--- src/rtl/asram_pkg.sv ---
package asram_pkg;
  typedef enum logic [2:0] {
    ST_IDLE   = 3'd0,
    ST_WSETUP = 3'd1,
    ST_WPULSE = 3'd2,
    ST_WHOLD  = 3'd3,
    ST_RACC   = 3'd4,
    ST_TURN   = 3'd5
  } asram_state_e;

  function automatic int max5(int a, int b, int c, int d, int e);
    int m;
    m = a;
    if (b > m) m = b;
    if (c > m) m = c;
    if (d > m) m = d;
    if (e > m) m = e;
    return m;
  endfunction
endpackage

--- src/rtl/asram_timer.sv ---
module asram_timer #(
  parameter int TW = 2
) (
  input  logic          clk,
  input  logic          rst_n,
  input  logic          load,
  input  logic [TW-1:0] load_val,
  output logic          done
);
  logic [TW-1:0] cnt_q;

  always_ff @(posedge clk or negedge rst_n) begin
    if (!rst_n)            cnt_q <= '0;
    else if (load)         cnt_q <= load_val;
    else if (cnt_q != '0)  cnt_q <= cnt_q - 1'b1;
  end

  assign done = (cnt_q == '0);

  AST_TMR_PARKED: assert property (@(posedge clk) disable iff (!rst_n)
    (done && !load) |=> done);
endmodule

--- src/rtl/asram_seq.sv ---
module asram_seq
  import asram_pkg::*;
#(
  parameter int SETUP_CYC = 1,
  parameter int WE_CYC    = 2,
  parameter int HOLD_CYC  = 1,
  parameter int RD_CYC    = 2,
  parameter int TURN_CYC  = 1,
  parameter int TW        = 2
) (
  input  logic          clk,
  input  logic          rst_n,
  input  logic          accept,
  input  logic          acc_write,
  input  logic          tmr_done,
  output asram_state_e  state,
  output logic          tmr_load,
  output logic [TW-1:0] tmr_val
);
  asram_state_e state_q, state_d;

  always_comb begin
    state_d  = state_q;
    tmr_load = 1'b0;
    tmr_val  = '0;
    unique case (state_q)
      ST_IDLE: if (accept) begin
        tmr_load = 1'b1;
        if (acc_write) begin
          state_d = ST_WSETUP;
          tmr_val = TW'(SETUP_CYC - 1);
        end else begin
          state_d = ST_RACC;
          tmr_val = TW'(RD_CYC - 1);
        end
      end
      ST_WSETUP: if (tmr_done) begin
        state_d  = ST_WPULSE;
        tmr_load = 1'b1;
        tmr_val  = TW'(WE_CYC - 1);
      end
      ST_WPULSE: if (tmr_done) begin
        state_d  = ST_WHOLD;
        tmr_load = 1'b1;
        tmr_val  = TW'(HOLD_CYC - 1);
      end
      ST_WHOLD: if (tmr_done) state_d = ST_IDLE;
      ST_RACC: if (tmr_done) begin
        state_d  = ST_TURN;
        tmr_load = 1'b1;
        tmr_val  = TW'(TURN_CYC - 1);
      end
      ST_TURN: if (tmr_done) state_d = ST_IDLE;
      default: state_d = ST_IDLE;
    endcase
  end

  always_ff @(posedge clk or negedge rst_n) begin
    if (!rst_n) state_q <= ST_IDLE;
    else        state_q <= state_d;
  end

  assign state = state_q;

  AST_READ_THEN_TURN: assert property (@(posedge clk) disable iff (!rst_n)
    (state_q == ST_RACC && state_d != ST_RACC) |=> (state_q == ST_TURN));
endmodule

--- src/rtl/asram_ctrl.sv ---
module asram_ctrl
  import asram_pkg::*;
#(
  parameter int AW        = 16,
  parameter int DW        = 16,
  parameter int SETUP_CYC = 1,
  parameter int WE_CYC    = 2,
  parameter int HOLD_CYC  = 1,
  parameter int RD_CYC    = 2,
  parameter int TURN_CYC  = 1
) (
  input  logic          clk,
  input  logic          rst_n,
  input  logic          req_valid,
  output logic          req_ready,
  input  logic          req_write,
  input  logic [AW-1:0] req_addr,
  input  logic [DW-1:0] req_wdata,
  input  logic [1:0]    req_be,
  output logic          rsp_valid,
  output logic [DW-1:0] rsp_rdata,
  output logic [AW-1:0] mem_addr,
  output logic          mem_ce_n,
  output logic          mem_we_n,
  output logic          mem_oe_n,
  output logic          mem_lb_n,
  output logic          mem_ub_n,
  output logic [DW-1:0] mem_dq_out,
  output logic          mem_dq_oe,
  input  logic [DW-1:0] mem_dq_in
);
  localparam int MAXC = max5(SETUP_CYC, WE_CYC, HOLD_CYC, RD_CYC, TURN_CYC);
  localparam int TW   = (MAXC < 2) ? 1 : $clog2(MAXC);
  localparam int LW   = DW / 2;

  asram_state_e  state;
  logic          accept, tmr_load, tmr_done;
  logic [TW-1:0] tmr_val;
  logic [AW-1:0] addr_q;
  logic [DW-1:0] wdata_q, rdata_q, lane_mask;
  logic [1:0]    be_q;
  logic          rvalid_q, active, writing;

  assign accept = req_valid && req_ready;

  asram_seq #(
    .SETUP_CYC(SETUP_CYC), .WE_CYC(WE_CYC), .HOLD_CYC(HOLD_CYC),
    .RD_CYC(RD_CYC), .TURN_CYC(TURN_CYC), .TW(TW)
  ) u_seq (
    .clk(clk), .rst_n(rst_n), .accept(accept), .acc_write(req_write),
    .tmr_done(tmr_done), .state(state), .tmr_load(tmr_load), .tmr_val(tmr_val)
  );

  asram_timer #(.TW(TW)) u_tmr (
    .clk(clk), .rst_n(rst_n), .load(tmr_load), .load_val(tmr_val), .done(tmr_done)
  );

  always_ff @(posedge clk or negedge rst_n) begin
    if (!rst_n) begin
      addr_q  <= '0;
      wdata_q <= '0;
      be_q    <= '0;
    end else if (accept) begin
      addr_q  <= req_addr;
      wdata_q <= req_wdata;
      be_q    <= req_be;
    end
  end

  assign lane_mask = {{LW{be_q[1]}}, {LW{be_q[0]}}};

  always_ff @(posedge clk or negedge rst_n) begin
    if (!rst_n) begin
      rdata_q  <= '0;
      rvalid_q <= 1'b0;
    end else begin
      rvalid_q <= 1'b0;
      if (state == ST_RACC && tmr_done) begin
        rdata_q  <= mem_dq_in & lane_mask;
        rvalid_q <= 1'b1;
      end
    end
  end

  assign writing = (state == ST_WSETUP) || (state == ST_WPULSE) || (state == ST_WHOLD);
  assign active  = writing || (state == ST_RACC);

  assign req_ready  = (state == ST_IDLE);
  assign mem_addr   = addr_q;
  assign mem_ce_n   = !active;
  assign mem_we_n   = (state != ST_WPULSE);
  assign mem_oe_n   = (state != ST_RACC);
  assign mem_lb_n   = !(active && be_q[0]);
  assign mem_ub_n   = !(active && be_q[1]);
  assign mem_dq_out = wdata_q;
  assign mem_dq_oe  = writing;
  assign rsp_valid  = rvalid_q;
  assign rsp_rdata  = rdata_q;

  AST_NO_BUS_CLASH: assert property (@(posedge clk) disable iff (!rst_n)
    mem_dq_oe |-> mem_oe_n);
  AST_WE_INSIDE_CE: assert property (@(posedge clk) disable iff (!rst_n)
    !mem_we_n |-> (!mem_ce_n && mem_dq_oe));
  AST_OE_WE_EXCL: assert property (@(posedge clk) disable iff (!rst_n)
    !mem_oe_n |-> mem_we_n);
  AST_RSP_ONE_CYCLE: assert property (@(posedge clk) disable iff (!rst_n)
    rsp_valid |=> !rsp_valid);
  AST_BUSY_NOT_READY: assert property (@(posedge clk) disable iff (!rst_n)
    req_ready |-> mem_ce_n);
  AST_ADDR_HELD: assert property (@(posedge clk) disable iff (!rst_n)
    !mem_ce_n |=> (mem_ce_n || $stable(mem_addr)));
  AST_WDATA_HELD: assert property (@(posedge clk) disable iff (!rst_n)
    (mem_dq_oe && !req_ready) |=> (!mem_dq_oe || $stable(mem_dq_out)));
endmodule

--- config.mk ---
export PLATFORM = sky130hd
export DESIGN_NAME = asram_ctrl
export DESIGN_NICKNAME = d
export VERILOG_FILES = /design/src/rtl/asram_pkg.sv /design/src/rtl/asram_timer.sv /design/src/rtl/asram_seq.sv /design/src/rtl/asram_ctrl.sv
export SDC_FILE = /design/constraint.sdc
export NUM_CORES = 1
export LEC_CHECK = 0
export BUFFER_PORTS_ARGS = -buffer_cell sky130_fd_sc_hd__buf_4
export CORE_ASPECT_RATIO = 0.75
export CORE_MARGIN = 2
export CORE_UTILIZATION = 51
export CTS_BUF_LIST = sky130_fd_sc_hd__clkbuf_8
export CTS_CLUSTER_DIAMETER = 60
export CTS_CLUSTER_SIZE = 28
export DETAILED_ROUTE_END_ITERATION = 16
export PLACE_DENSITY = 0.87
export RECOVER_POWER = 50
export SYNTH_ARGS = -nofsm -noshare
export SYNTH_HDL_FRONTEND = slang
export SYNTH_SLANG_ARGS = --single-unit
--- constraint.sdc ---
create_clock -name clk -period 2.6 [get_ports clk]
set_input_delay 0.65 -clock clk [delete_from_list [all_inputs] [get_ports clk]]
set_output_delay 0.65 -clock clk [all_outputs]
set_load 0.02 [all_outputs]
==> impl_metrics.env, run 1 <==
export IMPL_mostFrequentLayoutCell="buf_4"
export IMPL_ctsHtreeMaxLevel=2
export IMPL_pwr_share_comb_pct=48.4
export IMPL_cts_tree="yes"
export IMPL_dp_hpwl_um=3493
export IMPL_drive_gt1_share_pct=47.67
export IMPL_most_common_layout_cells="86 x buf_4, 55 x dfrtp_1, 36 x nand2_1"
export IMPL_clk_latency_ns=0.30
export IMPL_reg2reg_from="u_seq.state[2]"
export IMPL_overflow=0
export IMPL_synth_edf_count=0
export IMPL_grt_max_degree=56
export IMPL_ys_warn_count=0
export IMPL_powerDensity_mw_per_mm2=1317
export IMPL_route_met3_wl_um=604
export IMPL_critPathLaunchType="flop"
export IMPL_cts_sinks=55
export IMPL_power_frac_clock_pct=12.9
export IMPL_ir_drop_mv=0.7623
export IMPL_coreArea_mm2=0.004388
export IMPL_netSwitchingFraction_pct=39.90
export IMPL_end_kind="primary output"
export IMPL_antenna_found_initial=0
export IMPL_met1_length_um=1975
export IMPL_port_buffers=109
export IMPL_yosysTopAreaCell="dfrtp_1"
export IMPL_drcViolationCount=0
export IMPL_drtAntennaViolNets=0
export IMPL_dp_slack_ns=0.6488
export IMPL_max_freq_mhz=458.5
export IMPL_wl_met2_um=2124
export IMPL_std_cell_rows=21
export IMPL_wl_per_cell_um=14.13
export IMPL_arrival_ns=1.53
export IMPL_vias=1655
export IMPL_highest_layer="met4"
export IMPL_worstHoldEndpoint="rsp_rdata[15]"
export IMPL_synthArstFlopShare_pct=100.0
export IMPL_diodes=0
export IMPL_p_sw_mw=1.626
export IMPL_r2r_end="mem_addr[14]"
export IMPL_ctsHoldBuffers=0
export IMPL_grt_pass1_vias=1569
export IMPL_ios=110
export IMPL_postSynthAreaPerCell_um2=13.19
export IMPL_nNetsFinal=333
export IMPL_drt_iter0_markers=64
export IMPL_setup_tns_final_ns=0
export IMPL_grt_pass1_wl_um=7093
export IMPL_finalHoldViolCount=0
export IMPL_root_buffer="clkbuf_8"
export IMPL_initial_utilization_pct=52.01
export IMPL_worstHoldStart="rsp_rdata[15]"
export IMPL_period_minus_slack_ns=2.181
export IMPL_p_int_mw=2.449
export IMPL_clock_path_buffers=2
export IMPL_seq_area_frac_synth_pct=60.31
export IMPL_viasPerCell=4.926
export IMPL_rr_worst_depth=3
export IMPL_wl_um=4749
export IMPL_fin_util_pct=70.52
export IMPL_seqPwrFrac_pct=38.7
export IMPL_yosys_register_bits=55
export IMPL_tightestPinTransition_ns=1.318
export IMPL_groute_usage_overall_pct=18.84
export IMPL_rrSetupSlack_ns=0.75
export IMPL_synth_cell_types=26
export IMPL_crit_type="reg -> out"
export IMPL_slew_headroom_pct=12.16
export IMPL_netlist_top_cells_area="dfrtp_1 60%, mux2_2 10%, mux2_4 6.6%"
export IMPL_path_cells="or3b_2 > buf_4"
export IMPL_numCtsBuffers=5
export IMPL_status="finished clean"
export IMPL_die_y_um=61.93
export IMPL_post_cts_resized_instances=0
export IMPL_finClkSkew_ns=0.008451
export IMPL_cts_setup_buffers=0
export IMPL_syn2layout_area_growth_pct=35.58
export IMPL_min_period_over_period_pct=83.88
export IMPL_setup_ws_ns=0.4190
export IMPL_hp_class="reg -> reg"
export IMPL_slowest_stage="dfrtp_1"
export IMPL_die_area_mm2=0.005032
export IMPL_critPathRequiredTime_ns=1.95
export IMPL_finalPower_mw=4.075
export IMPL_synthCells=173
export IMPL_dr_pass1_iters=4
export IMPL_max_stage_delay_ns=0.59
export IMPL_setup_viol=0
export IMPL_slew_viol_final=0
export IMPL_worstHoldPathCells=2
export IMPL_rsz0062_at_grt="false"
export IMPL_whs_ns=0.4877
export IMPL_path_clk_slew_ns=0.09
export IMPL_max_cap_violations=0
export IMPL_synthDominantCellAreaShare_pct=60.31
export IMPL_syn_cell_area_mm2=0.002282
export IMPL_fillCellCount=331
export IMPL_die_x_um=81.25
export IMPL_p_leak_nw=1.500
export IMPL_synthesis_nets=227
export IMPL_gp_congestion=0.6322
export IMPL_synthFlopType="dfrtp_1"
export IMPL_critPathMaxFanout=11
## per-layer routing
metal | GRT usage (%) | up-vias
met4 | 5.811 | 0
met5 | 0 | -
met1 | 22.60 | 778
met2 | 30.34 | 78
met3 | 9.538 | 6
li1 | - | 793
## metrics by stage
step	cell area (µm²)	instances
finish	3094	336
global placement	3084	329
global route	3094	336
CTS	3187	336
floorplan	2282	173
detailed placement	3084	329
## synthesized netlist by cell type, types with 2 or more instances
| library cell | number |
|---|---|
| o21ai_1 | 10 |
| mux2_1 | 3 |
| o21ai_2 | 6 |
| or3b_2 | 2 |
| buf_1 | 2 |
| mux2_4 | 10 |
| buf_6 | 7 |
| nor2_1 | 3 |
| a211oi_1 | 2 |
| nand2_1 | 36 |
| a21oi_1 | 2 |
| dfrtp_1 | 55 |
| mux2_2 | 21 |
| inv_1 | 2 |
## flip-flops by register name, indices dropped and copies added (netlist names)
name / flops
u_tmr.cnt_q: 1
mem_dq_out: 16
mem_addr: 16
rsp_valid: 1
rsp_rdata: 16
be_q: 2
u_seq.state: 3
## cells by family (layout without fill, tap and decap cells)
| family | Yosys count | in the layout | synth area share [%] |
|---|---|---|---|
| XOR/XNOR | 2 | 2 | 0.7677 |
| flip-flops | 55 | 55 | 60.31 |
| buffers and inverters | 14 | 120 | 4.825 |
| multiplexers | 34 | 34 | 18.42 |
| AO/OA/AOI/OAI | 22 | 22 | 6.250 |
| AND/OR/NAND/NOR | 46 | 46 | 9.430 |
## power by group through the flow
stage	Sequential [mW]	Clock (mW)	Combinational [mW]
after floorplan	1.92	0	0.956
after global placement	1.58	0	2.09
after detailed placement	1.59	0	2.14
after CTS	1.59	0.541	2.13
after global routing	1.64	0.572	2.12
final	1.58	0.524	1.97
## worst max-delay path, delay by kind of cell (launching register included)
family	cells	cell delay, ns
buf+inv	1	0.17
flops	1	0.59
simple gates	1	0.48
## worst max-delay path by stage
stage                         startpoint     endpoint  slack (ns)  cells after the start
final                     u_seq.state[1]     mem_we_n        0.42                      2
after global routing      u_seq.state[1]     mem_ub_n        0.28                      4
after CTS                 u_seq.state[1]     mem_we_n        0.41                      2
after detailed placement       req_valid  mem_addr[1]        0.65                      4
after global placement         req_valid  mem_addr[6]        0.72                      4
after floorplan           u_seq.state[2]     mem_we_n        0.81                      2
## final cells by class
| cell class | count | area [µm²] | share of cell area (%) |
|---|---|---|---|
| multi-input combinational | 104 | 795.8 | 25.72 |
| inverter | 2 | 7.507 | 0.2426 |
| sequential | 55 | 1376 | 44.48 |
| clock buffer | 5 | 68.82 | 2.224 |
| clock inverter | 2 | 33.78 | 1.092 |
| tap | 57 | 71.32 | 2.305 |
| timing repair buffer | 111 | 740.7 | 23.94 |
Note: power is estimated with default switching activity, not from simulation.
==> run 2: changes to the inputs <==
- ABC_AREA: default -> 1
- CORE_UTILIZATION: 51 -> 43
- PLACE_DENSITY: 0.87 -> 0.78
- clock period: 2.6 -> 1.8 ns (I/O delays scaled with it)
==> run 2 against run 1 <==
Net effect:
- via count rose by 28%
- die area increased by 20%
- critical endpoint is now mem_ub_n
- highest routed layer unchanged
- first-iteration DRC count rose by 55%
==> impl_metrics.env, run 2 <==
export IMPL_wl_um=5870
export IMPL_viasPerCell=4.681
export IMPL_end_kind="primary output"
export IMPL_grt_max_degree=56
export IMPL_syn2layout_area_growth_pct=40.05
export IMPL_slew_headroom_pct=11.68
export IMPL_p_leak_nw=1.763
export IMPL_synth_simple_area_share_pct=30.08
export IMPL_drtAntennaViolNets=0
export IMPL_cts_sinks=55
export IMPL_syn_cell_area_mm2=0.002333
export IMPL_postSynthAreaPerCell_um2=8.873
export IMPL_vias=2125
export IMPL_ys_warn_count=0
export IMPL_synth_cell_types=20
export IMPL_synth_most_common_cell="nand2_1"
export IMPL_mostFrequentLayoutCell="nand2_1"
export IMPL_synth_top_family_by_area="simple AND/OR/NAND/NOR gates"
export IMPL_period_minus_slack_ns=1.768
export IMPL_grt_pass1_wl_um=8528
export IMPL_initial_utilization_pct=44.07
export IMPL_synthCells=263
export IMPL_tightestPinTransition_ns=1.325
export IMPL_numCtsBuffers=5
export IMPL_drive_gt1_share_pct=31.93
export IMPL_ios=110
export IMPL_port_buffers=109
export IMPL_groute_usage_overall_pct=18.24
export IMPL_synthDominantCellAreaShare_pct=58.98
export IMPL_synthArstFlopShare_pct=100.0
export IMPL_critPathLaunchType="flop"
export IMPL_powerDensity_mw_per_mm2=1893
export IMPL_synthTopCellsByCount="118 x nand2_1, 55 x dfrtp_1, 38 x nand3_1, 13 x o21ai_1, 7 x inv_1"
export IMPL_finalHoldViolCount=0
export IMPL_fillCellCount=502
export IMPL_max_cap_violations=0
export IMPL_whs_ns=0.3762
export IMPL_ir_drop_mv=0.8276
export IMPL_drcViolationCount=0
export IMPL_synthFlopType="dfrtp_1"
export IMPL_yosysTopAreaCell="dfrtp_1"
export IMPL_dpl_cell_area_mm2=0.003196
export IMPL_arrival_ns=1.32
export IMPL_synth_xor_area_share_pct=0
export IMPL_yosys_register_bits=55
export IMPL_grt_pass1_vias=1881
export IMPL_seq_area_frac_synth_pct=58.98
export IMPL_std_cell_rows=23
export IMPL_synth_area_mux_share_pct=0
export IMPL_finalNonFillerCells=454
export IMPL_status="finished clean"
export IMPL_final_cell_area_mm2=0.003268
export IMPL_clk_latency_ns=0.30
export IMPL_die_area_mm2=0.006038
export IMPL_dp_hpwl_um=4000
export IMPL_overflow=0
export IMPL_coreArea_mm2=0.005295
export IMPL_gp_congestion=0.8718
export IMPL_netlist_top_cells_area="dfrtp_1 59%, nand2_1 19%, nand3_1 8.2%"
export IMPL_nNetsFinal=432
export IMPL_dp_cells=438
export IMPL_yosys_area_share_adder_pct=0
export IMPL_antenna_found_initial=0
export IMPL_dr_pass1_iters=4
export IMPL_hp_class="in -> reg"
export IMPL_wl_per_cell_um=12.93
export IMPL_multi_input_area_um2=820.8
export IMPL_die_y_um=67.80
export IMPL_synth_compound_area_share_pct=4.772
export IMPL_cts_tree="yes"
export IMPL_ctsHtreeMaxLevel=2
export IMPL_critPathRequiredTime_ns=1.35
export IMPL_critPathMaxFanout=3
export IMPL_regArea_mm2=0.001379
export IMPL_max_freq_mhz=565.8
export IMPL_ctsHoldBuffers=0
export IMPL_root_buffer="clkbuf_8"
export IMPL_most_common_layout_cells="118 x nand2_1, 93 x buf_4, 53 x dfrtp_1"
export IMPL_min_period_over_period_pct=98.20
export IMPL_synth_edf_count=0
export IMPL_die_x_um=89.06
export IMPL_diodes=0
export IMPL_crit_type="reg -> out"
export IMPL_setup_viol=0
export IMPL_fin_util_pct=61.72
export IMPL_synthesis_nets=317
export IMPL_rsz0062_at_grt="true"
export IMPL_clock_path_buffers=2
export IMPL_slew_viol_final=0
export IMPL_drt_iter0_markers=99
export IMPL_finClkSkew_ns=0.009864
export IMPL_path_clk_slew_ns=0.10
[run 2: cell count changes after synthesis, sizes merged, moves of 2 or more]
cell | before | now
mux2 | 34 | 0
buf | 10 | 12
nand3 | 0 | 38
nand2 | 36 | 121
inv | 2 | 9
or3b | 2 | 0
a211oi | 2 | 0
nor2 | 3 | 5
[run 2: cell families (layout without fill, tap and decap cells)]
group / after synthesis / after routing
flip-flops: 55 / 55
AND/OR/NAND/NOR: 164 / 164
AO/OA/AOI/OAI: 20 / 20
buffers and inverters: 24 / 140
[run 2: layout make-up]
| class | count | area share [%] |
|---|---|---|
| Multi-Input combinational cell | 184 | 25.11 |
| Clock inverter | 1 | 0.1149 |
| Tap cell | 75 | 2.871 |
| Sequential cell | 55 | 42.19 |
| Inverter | 9 | 1.110 |
| Timing Repair Buffer | 123 | 25.65 |
| Clock buffer | 7 | 2.948 |
[run 2: path summary, 6_finish.rpt]
path / cells past startpoint / end / slack (ns) / startpoint
worst min register to register: 2 / mem_addr[6] / 0.48 / mem_addr[6]
worst max-delay path: 7 / mem_ub_n / 0.03 / u_seq.state[0]
max in group asynchronous: 2 / u_seq.state[2] / 0.36 / rst_n
min in group asynchronous: 2 / mem_dq_out[12] / 0.55 / rst_n
worst min-delay path: 3 / mem_addr[7] / 0.38 / req_addr[7]
worst max register to register: 8 / mem_addr[8] / 0.28 / u_seq.state[1]
[run 2: critical path: stages, from the launching register on]
cell and delay, ns:
dfrtp_1 0.43, nor2_4 0.14, nand2_2 0.07, inv_2 0.07, nor2_2 0.05, inv_2 0.06
nand2_1 0.06, buf_6 0.14
[run 2: repair_timing]
item | in CTS | in global routing
cloned | 0 | 0
pin swaps | 0 | 4
setup endpoints to repair | 2 | 4
buffers inserted | 2 | 6
resized for setup | 4 | 5
hold endpoints to repair | 0 | 0
[run 2: through the flow]
| step | setup slack, ns | power, mW | TNS, ns |
|---|---|---|---|
| global route | -0.02111 | 6.620 | -0.05823 |
| CTS | 0.001171 | 6.292 | 0 |
| detailed placement | 0.2615 | 5.508 | 0 |
| finish | 0.03246 | 6.186 | 0 |
| floorplan | 0.05813 | 4.188 | 0 |
| global placement | 0.2882 | 5.425 | 0 |
[run 2: report_power, final]
part           total [mW]  leakage, nW  internal [mW]  switching, mW
sequential           2.18        0.699           1.81          0.365
combinational        3.28         1.01           1.22           2.06
clock               0.725       0.0557          0.347          0.379
[run 2: routing by layer]
metal  GRT usage [%]  wire length, µm  vias up  part of all wire (%)
li1                -                -     1062                     -
met1           24.73             2726      967                    46
met2           28.45             2444       84                    42
met3           5.746              584       12                   9.9
met4           5.037              114        0                   1.9
met5               0                0        -                     0
==> run 3: changes to the inputs <==
- PLACE_DENSITY: 0.78 -> 0.75
==> run 3 against run 2 <==
Net effect:
- critical endpoint is now mem_lb_n
- clock skew shrank 0.0038 ns
- core utilization shrank 1.3 points
- die area is the same
- maximum frequency shrank 2.4%
- sequential share of layout area grew 0.98 points
- flip-flop and latch count is the same
- wire length shrank 2.4%
- the flow now finishes with violations (setup timing)
- final cell count shrank 2.4%
- hold slack lost 0.0025 ns
- setup slack lost 0.043 ns
==> impl_metrics.env, run 3 (synthesis gave the netlist of run 2 again) <==
export IMPL_die_x_um=89.06
export IMPL_numCtsBuffers=5
export IMPL_powerDensity_mw_per_mm2=1865
export IMPL_syn2layout_area_growth_pct=37.00
export IMPL_wl_per_cell_um=12.93
export IMPL_diodes=0
export IMPL_groute_usage_overall_pct=19.41
export IMPL_cts_sinks=55
export IMPL_most_common_layout_cells="116 x nand2_1, 88 x buf_4, 52 x dfrtp_1"
export IMPL_finClkSkew_ns=0.006092
export IMPL_critPathRequiredTime_ns=1.35
export IMPL_antenna_found_initial=0
export IMPL_std_cell_rows=23
export IMPL_root_buffer="clkbuf_8"
export IMPL_viasPerCell=4.736
export IMPL_ctsHoldBuffers=0
export IMPL_end_kind="primary output"
export IMPL_path_clk_slew_ns=0.09
export IMPL_dpl_cell_area_mm2=0.003153
export IMPL_worstHoldStart="req_addr[2]"
export IMPL_drt_iter0_markers=129
export IMPL_ios=110
export IMPL_period_minus_slack_ns=1.810
export IMPL_reg2reg_from="u_seq.state[1]"
export IMPL_max_freq_mhz=552.5
export IMPL_arrival_ns=1.36
export IMPL_regArea_mm2=0.001380
export IMPL_fin_util_pct=60.37
export IMPL_status="finished, violations left"
export IMPL_p_int_mw=3.204
export IMPL_grt_pass1_wl_um=8907
export IMPL_ir_drop_mv=0.6779
export IMPL_coreArea_mm2=0.005295
export IMPL_rr_worst_depth=6
export IMPL_tightestPinTransition_ns=1.349
export IMPL_netSwitchingFraction_pct=46.25
export IMPL_critPathMaxFanout=3
export IMPL_multi_input_area_um2=828.3
export IMPL_die_area_mm2=0.006038
export IMPL_pwr_share_comb_pct=52.2
export IMPL_critPathLaunchType="flop"
export IMPL_p_leak_nw=1.712
export IMPL_min_period_over_period_pct=100.6
export IMPL_p_sw_mw=2.757
export IMPL_hp_class="in -> reg"
export IMPL_setup_viol=1
export IMPL_worstHoldEndpoint="mem_addr[2]"
export IMPL_drtAntennaViolNets=0
export IMPL_r2r_end="rsp_rdata[13]"
export IMPL_fillCellCount=502
export IMPL_dp_hpwl_um=3936
export IMPL_setup_tns_final_ns=-0.01011
export IMPL_dr_pass1_iters=4
export IMPL_initial_utilization_pct=44.07
export IMPL_clk_latency_ns=0.30
export IMPL_mostFrequentLayoutCell="nand2_1"
export IMPL_setup_ws_ns=-0.01011
export IMPL_grt_pass1_vias=1902
export IMPL_port_buffers=109
export IMPL_final_cell_area_mm2=0.003197
export IMPL_grt_max_degree=56
export IMPL_seqPwrFrac_pct=37.2
export IMPL_slew_headroom_pct=10.09
export IMPL_rsz0062_at_grt="true"
export IMPL_gp_congestion=0.8008
export IMPL_ctsHtreeMaxLevel=2
export IMPL_slew_viol_final=0
export IMPL_worstHoldPathCells=3
export IMPL_die_y_um=67.80
export IMPL_violations="setup timing"
export IMPL_crit_type="reg -> out"
export IMPL_max_cap_violations=0
export IMPL_overflow=0
export IMPL_clock_path_buffers=2
export IMPL_cts_tree="yes"
export IMPL_vias=2098
export IMPL_drive_gt1_share_pct=31.79
export IMPL_rrSetupSlack_ns=0.31
export IMPL_drcViolationCount=0
export IMPL_power_frac_clock_pct=10.6
export IMPL_finalHoldViolCount=0
export IMPL_nNetsFinal=423
export IMPL_wl_um=5730
## run 3: worst max-delay path by stage
stage	start	to	slack (ns)	cells after the start
2_1_floorplan	u_seq.state[0]	mem_lb_n	0.06	5
3_3_place_gp	u_seq.state[0]	mem_ub_n	0.26	6
3_5_place_dp	u_seq.state[0]	mem_ub_n	0.22	7
4_1_cts	u_seq.state[1]	mem_lb_n	0.004	7
5_1_grt	u_seq.state[1]	mem_lb_n	-0.08	7
6_report	u_seq.state[1]	mem_lb_n	-0.01	7
## run 3: metal layers
layer  vias up  share of wire [%]  routed length [µm]  GRT usage (%)
li1       1040                  -                   -              -
met1       962                 46                2652          26.21
met2        91                 43                2488          30.22
met3         5                9.6                 549          6.479
met4         0               0.70                  40          5.224
met5         -                  0                   0              0
## run 3: area by class of cell
class	count	share of cell area (%)
multi-input combinational	184	25.91
clock inverter	1	0.2348
clock buffer	5	2.153
inverter	9	1.135
sequential	55	43.17
timing repair buffer	114	24.46
tap	75	2.935
## run 3: timing repair
action / CTS / global route
setup buffers: 2 / 1
gates resized for setup: 5 / 8
cloned: 0 / 0
pin swaps: 1 / 2
setup endpoints to repair: 3 / 4
## run 3: power by group through the flow
stage	combinational, mW	clock [mW]	sequential [mW]
CTS	3.26	0.663	2.22
floorplan	1.41	0	2.78
finish	3.11	0.631	2.22
detailed placement	3.19	0	2.24
global route	3.45	0.696	2.29
global placement	3.13	0	2.24
## run 3: metrics by stage
step	hold WS, ns	instances	total power [mW]	worst slack [ns]
final	0.3737	443	5.961	-0.01011
after global routing	0.3701	443	6.432	-0.07663
after CTS	0.2020	442	6.142	0.003777
after detailed placement	0.4598	434	5.433	0.2184
after global placement	0.4556	434	5.366	0.2639
after floorplan	0.1544	263	4.188	0.05813
## run 3: critical path, stage by stage (launching register included)
cell and delay [ns]:
dfrtp_2 0.46, nor2_4 0.15, nand2_2 0.07, inv_2 0.06, nor2_2 0.04, inv_2 0.07, nand2_2 0.06, buf_6 0.14
